### config.mk
export PLATFORM = sky130hd
export DESIGN_NAME = port_share_switch
export DESIGN_NICKNAME = d
export VERILOG_FILES = /design/src/rtl/psw_pkg.sv /design/src/rtl/psw_datapath.sv /design/src/rtl/psw_ctrl.sv /design/src/rtl/port_share_switch.sv
export SDC_FILE = /design/constraint.sdc
export NUM_CORES = 1
export LEC_CHECK = 0
export BUFFER_PORTS_ARGS = -buffer_cell sky130_fd_sc_hd__buf_2
export CORE_AREA = 2 2 39 41
export DETAILED_ROUTE_END_ITERATION = 7
export DIE_AREA = 0 0 41 43
export PLACE_DENSITY = 0.73
export SLEW_MARGIN = 20
export SYNTH_ARGS = -nofsm -noshare
export SYNTH_HDL_FRONTEND = slang
export SYNTH_SLANG_ARGS = --single-unit
### constraint.sdc
create_clock -name clk -period 1.57 [get_ports clk]
set_clock_uncertainty 0.2 [all_clocks]
set_input_delay 0.314 -clock clk [delete_from_list [all_inputs] [get_ports clk]]
set_output_delay 0.314 -clock clk [all_outputs]
set_load 0.02 [all_outputs]
### src/rtl/psw_pkg.sv
package psw_pkg;
  localparam int CTRL_W = 8;
  localparam int MODE_W = 2;

  typedef enum logic [MODE_W-1:0] {
    MODE_REG      = 2'b00,
    MODE_PIN_D1   = 2'b01,
    MODE_PIN_BOTH = 2'b10,
    MODE_RSVD     = 2'b11
  } pswMode_e;

  // strobes from control to datapath
  typedef struct packed {
    logic pinOwns;     // pin decides routing
    logic bothDrives;  // drive 0 also goes to shared pins
    logic edgeEnable;  // pin assigned to this function
  } pswStrobe_t;
endpackage

### src/rtl/psw_datapath.sv
module psw_datapath
  import psw_pkg::*;
#(
  parameter int SYNC_STAGES = 2
) (
  input  logic       clk,
  input  logic       rstN,
  input  pswStrobe_t strobes,
  input  logic       sharePin,
  input  logic       pinInvert,
  input  logic       fbFdcOwn,
  input  logic       fbDrive0Pp,
  input  logic       fbDrive1Pp,
  output logic       edgePulse,
  output logic       fdcOwnsPort,
  output logic       drive0OnPp,
  output logic       drive1OnPp
);
  localparam int ARM_MAX = SYNC_STAGES + 1;
  localparam int ARM_W   = $clog2(ARM_MAX + 1);

  logic [SYNC_STAGES-1:0] syncQ;
  logic                   prevQ;
  logic [ARM_W-1:0]       armCnt;
  logic                   armed;
  logic                   pinLevel;
  logic                   fdcPick;

  generate
    if (SYNC_STAGES == 1) begin : g_sync1
      always_ff @(posedge clk or negedge rstN)
        if (!rstN) syncQ <= '0;
        else       syncQ <= sharePin;
    end else begin : g_syncN
      always_ff @(posedge clk or negedge rstN)
        if (!rstN) syncQ <= '0;
        else       syncQ <= {syncQ[SYNC_STAGES-2:0], sharePin};
    end
  endgenerate

  assign pinLevel = syncQ[SYNC_STAGES-1];
  assign armed    = (armCnt == ARM_W'(ARM_MAX));

  always_ff @(posedge clk or negedge rstN) begin
    if (!rstN) begin
      prevQ  <= 1'b0;
      armCnt <= '0;
    end else begin
      prevQ <= pinLevel;
      if (!armed) armCnt <= armCnt + ARM_W'(1);
    end
  end

  assign edgePulse = armed && strobes.edgeEnable && (pinLevel != prevQ);
  assign fdcPick   = pinInvert ? pinLevel : ~pinLevel;

  always_comb begin
    if (strobes.pinOwns) begin
      fdcOwnsPort = fdcPick;
      drive1OnPp  = fdcPick;
      drive0OnPp  = fdcPick && strobes.bothDrives;
    end else begin
      fdcOwnsPort = fbFdcOwn;
      drive1OnPp  = fbDrive1Pp;
      drive0OnPp  = fbDrive0Pp;
    end
  end

  // under pin control drive 0 never moves without drive 1
  p_drive_order_r6: assert property (@(posedge clk) disable iff (!rstN)
    (strobes.pinOwns && drive0OnPp) |-> drive1OnPp);
  // no edge reported while the pin is deselected
  p_edge_gated_r8: assert property (@(posedge clk) disable iff (!rstN)
    edgePulse |-> strobes.edgeEnable);
endmodule

### src/rtl/psw_ctrl.sv
module psw_ctrl
  import psw_pkg::*;
(
  input  logic              clk,
  input  logic              rstN,
  input  logic              ctrlWrEn,
  input  logic [CTRL_W-1:0] ctrlWrData,
  input  logic              pinSelected,
  input  logic              statusWrEn,
  input  logic              statusWrData,
  input  logic              edgePulse,
  output logic [CTRL_W-1:0] ctrlRdData,
  output logic              statusQ,
  output pswStrobe_t        strobes
);
  pswMode_e modeQ;
  logic     clearReq;
  logic     unusedRsvd;

  assign unusedRsvd = ^ctrlWrData[CTRL_W-1:MODE_W];

  always_ff @(posedge clk or negedge rstN)
    if (!rstN)         modeQ <= MODE_REG;
    else if (ctrlWrEn) modeQ <= pswMode_e'(ctrlWrData[MODE_W-1:0]);

  assign ctrlRdData = {{(CTRL_W-MODE_W){1'b0}}, modeQ};
  assign clearReq   = statusWrEn && statusWrData;

  // set wins over clear
  always_ff @(posedge clk or negedge rstN)
    if (!rstN)          statusQ <= 1'b0;
    else if (edgePulse) statusQ <= 1'b1;
    else if (clearReq)  statusQ <= 1'b0;

  always_comb begin
    strobes.edgeEnable = pinSelected;
    strobes.pinOwns    = pinSelected &&
                         (modeQ == MODE_PIN_D1 || modeQ == MODE_PIN_BOTH);
    strobes.bothDrives = (modeQ == MODE_PIN_BOTH);
  end

  p_edge_sets_r8: assert property (@(posedge clk) disable iff (!rstN)
    edgePulse |=> statusQ);
  p_sticky_r9: assert property (@(posedge clk) disable iff (!rstN)
    (statusQ && !clearReq) |=> statusQ);
  p_clear_r9: assert property (@(posedge clk) disable iff (!rstN)
    (clearReq && !edgePulse) |=> !statusQ);
  p_mode_hold_r11: assert property (@(posedge clk) disable iff (!rstN)
    !ctrlWrEn |=> $stable(modeQ));
endmodule

### src/rtl/port_share_switch.sv
module port_share_switch
  import psw_pkg::*;
#(
  parameter int SYNC_STAGES = 2
) (
  input  logic              clk,
  input  logic              rstN,
  input  logic              ctrlWrEn,
  input  logic [CTRL_W-1:0] ctrlWrData,
  output logic [CTRL_W-1:0] ctrlRdData,
  input  logic              pinSelected,
  input  logic              sharePin,
  input  logic              pinInvert,
  input  logic              fbFdcOwn,
  input  logic              fbDrive0Pp,
  input  logic              fbDrive1Pp,
  input  logic              statusWrEn,
  input  logic              statusWrData,
  input  logic              pmeEn,
  input  logic              smiEn,
  output logic              fdcOwnsPort,
  output logic              drive0OnPp,
  output logic              drive1OnPp,
  output logic              edgeStatus,
  output logic              pmeReq,
  output logic              smiReq
);
  pswStrobe_t strobes;
  logic       edgePulse;

  psw_ctrl u_ctrl (
    .clk, .rstN, .ctrlWrEn, .ctrlWrData, .pinSelected,
    .statusWrEn, .statusWrData, .edgePulse,
    .ctrlRdData, .statusQ(edgeStatus), .strobes
  );

  psw_datapath #(.SYNC_STAGES(SYNC_STAGES)) u_dp (
    .clk, .rstN, .strobes, .sharePin, .pinInvert,
    .fbFdcOwn, .fbDrive0Pp, .fbDrive1Pp,
    .edgePulse, .fdcOwnsPort, .drive0OnPp, .drive1OnPp
  );

  assign pmeReq = edgeStatus & pmeEn;
  assign smiReq = edgeStatus & smiEn;

  p_pme_gate_r10: assert property (@(posedge clk) disable iff (!rstN)
    pmeReq |-> (pmeEn && edgeStatus));
  p_smi_gate_r10: assert property (@(posedge clk) disable iff (!rstN)
    smiReq |-> (smiEn && edgeStatus));
endmodule

==> out/results.ini <==
[cells_and_area]
multiInputGateArea_um2 = 205
drive_gt1_frac = 0.582
final_cells = 83
fin_nets = 91
seqCellArea_um2 = 203
fillers = 146
syn_to_final_growth_pct = 55.6
num_antenna_cells = 0

[critical_path]
r2r_start = u_dp.armCnt[0]
reg2reg_depth = 2
cp_max_fo = 3
cp.required_ns = 1.06
r2r_slack_ns = 0.31
worst_setup_path_end_kind = output pin
path_delay_family = flip-flops
slowest_delay_ns = 0.42
worstPathBufferInverterCount = 1
critPathArrivalTime_ns = 1.52
critPathLaunchType = flip-flop
reg2reg_to = u_dp.armCnt[1]
critical_path_class = reg -> out
cp_cell_sequence = ha_4 -> nor2b_4 -> mux2_4 -> buf_6
crit_slowest_cell = dfrtp_2

[power]
power_density_mw_per_mm2 = 894
vdd_drop_max_v = 0.000439
leakagePower_nw = 0.329

[clock_tree]
insertion_delay_ns = 0.26
cts_tree = yes
cts_htree_levels = 1
cts_root_buf = clkbuf_4
clkTransAtPathRegs_ns = 0.06
cts_made_buffers = 3
cts_sinks = 8
clockBufferDepth = 2

[drt]
detail_route.vias_per_cell = 4.04
dr.pass1.iters = 2
drc_errors = 0
via_count = 335
ant_nets = 0
drt-total-wl_um = 749
wl_per_cell_um = 9.02
drt_first_iter_violations = 1

[hold_path]
hold_depth = 2
hp-start = ctrlWrEn
hold_class = in -> reg
min_delay_worst_endpoint = u_ctrl.modeQ[0]

[sta]
setup_viol = 3
layout_min_cycle_time_ns = 2.04
hold_slack_ns = 0.0647
rsz0062_at_grt = true
fmax_ghz = 0.491
fin_crit_sh = 1.30
hold_viol = 0
layout_setup_ws_ns = -0.466
drv_slew = 0

[floorplanning]
die_w_um = 41
rows = 14
ios = 35
start_util = 0.299
die_h_um = 43
dieArea_mm2 = 0.00176
core_mm2 = 0.00138

[logic_synthesis]
yosysTopAreaCell = dfrtp_1
synth_common_cells = dfrtp_1 (8), buf_4 (6), mux2_2 (4)
ys_seq_area_frac = 0.483
syn_inst = 35
yosys_register_bits = 8
synth.distinct_cells = 15
synth_ff_type = dfrtp_1
avgSynthCellArea_um2 = 11.8
ys_top_cells_by_area = dfrtp_1 (48%), buf_4 (11%), mux2_2 (11%), ha_1 (6.0%), xnor2_1 (4.2%)
synth_edf_count = 0
syn_area_um2 = 414
ys_warn_count = 0
yosysMostFrequentCell = dfrtp_1
synth_top_area_share = 0.483
ys_async_sr_fraction = 1.00

[run]
cap_viol_max_count = 0

[placement]
place.gp.congestion = 0.632
portBuffers = 22
post-place-cells = 75
hpwl_um = 609

[outcome]
status = finished, violations left
violations = setup timing

[grt]
antenna_found_initial = 0
grt_util_all_layers = 0.0997
grt_pass1_wl_mm = 1.15
grt_pass1_vias = 302
gr-total-overflow = 0
grt_start_max_net_pins = 9

-- kinds of logic after synthesis --
kind of cell,Yosys count,synth area share
and+or+nand+nor,6,0.0906
xor gates and xnor gates,3,0.0635
buffers and inverters,8,0.127
muxes,4,0.109
other,1,0.00905
adders and majority gates,2,0.0604
AOI/OAI and AO/OA,3,0.0574
DFF,8,0.483
-- cell type report --
cell class,count,share of cell area
repair buffers,29,0.283
flip-flops and latches,8,0.315
multi-input cells,24,0.318
clock buffers,4,0.0408
well taps,16,0.0311
inverters,2,0.0117
-- timing repair --
action	in CTS	in global routing
setup buffers	0	2
setup endpoints to repair	3	3
gates resized for setup	5	0
hold buffers	2	0
endpoints found under the hold margin	9	0
-- where the power goes --
| group | switching, mW | internal (mW) | leakage, nW |
|---|---|---|---|
| Clock | 0.0738 | 0.0975 | 0.0150 |
| Sequential | 0.00950 | 0.220 | 0.0855 |
| Combinational | 0.0857 | 0.0895 | 0.229 |
| Total | 0.169 | 0.407 | 0.329 |
-- cell usage in the layout, fill, tap and decap left out, drive strengths merged --
| cell | Yosys | routed |
|---|---|---|
| buf | 6 | 27 |
| dfrtp | 8 | 8 |
| conb | 1 | 6 |
| clkbuf | 0 | 4 |
| mux2 | 4 | 4 |
| and2 | 2 | 2 |
| xnor2 | 2 | 2 |
| nand2 | 2 | 2 |
| dlygate4sd3 | 0 | 2 |
| inv | 2 | 2 |
| ha | 2 | 2 |
| nor2b | 1 | 1 |
| and3b | 1 | 1 |
| o2bb2ai | 1 | 1 |
| o21ai | 1 | 1 |
| xor2 | 1 | 1 |
| a32o | 1 | 1 |
-- metrics by stage --
| step | setup TNS, ns | utilization | setup slack, ns | area (µm²) | power, mW |
|---|---|---|---|---|---|
| 6_report | -1.27 | 0.466 | -0.466 | 644 | 0.576 |
| 5_1_grt | -1.48 | 0.466 | -0.537 | 644 | 0.621 |
| 4_1_cts | -1.31 | 0.455 | -0.487 | 629 | 0.580 |
| 3_5_place_dp | -0.487 | 0.410 | -0.214 | 568 | 0.389 |
| 3_3_place_gp | -0.473 | 0.410 | -0.199 | 568 | 0.386 |
| 2_1_floorplan | -0.351 | - | -0.136 | 460 | 0.342 |
-- worst max path at each step --
stage | start | endpoint | slack (ns) | cells after the start
after floorplan | u_ctrl.modeQ[0] | drive1OnPp | -0.14 | 4
after global placement | u_ctrl.modeQ[1] | drive1OnPp | -0.20 | 4
after detailed placement | u_ctrl.modeQ[1] | drive1OnPp | -0.21 | 4
after CTS | u_ctrl.modeQ[1] | drive1OnPp | -0.49 | 4
after global routing | u_ctrl.modeQ[1] | drive1OnPp | -0.54 | 4
final | u_ctrl.modeQ[1] | drive1OnPp | -0.47 | 4
-- per-layer routing --
metal  up-vias  share of wire  global-route usage
met1       143           0.40               0.111
met5         -              0                   0
met4         0              0              0.0600
met3         0           0.14              0.0471
met2        24           0.47               0.147
li1        168              -                   -
-- sequential cells by signal, summed over array words and instances, names as in the netlist --
| register | count |
|---|---|
| u_dp.syncQ | 2 |
| u_dp.armCnt | 2 |
| u_ctrl.statusQ | 1 |
| u_ctrl.modeQ | 2 |
| u_dp.prevQ | 1 |
(Power assumes the default switching activity.)
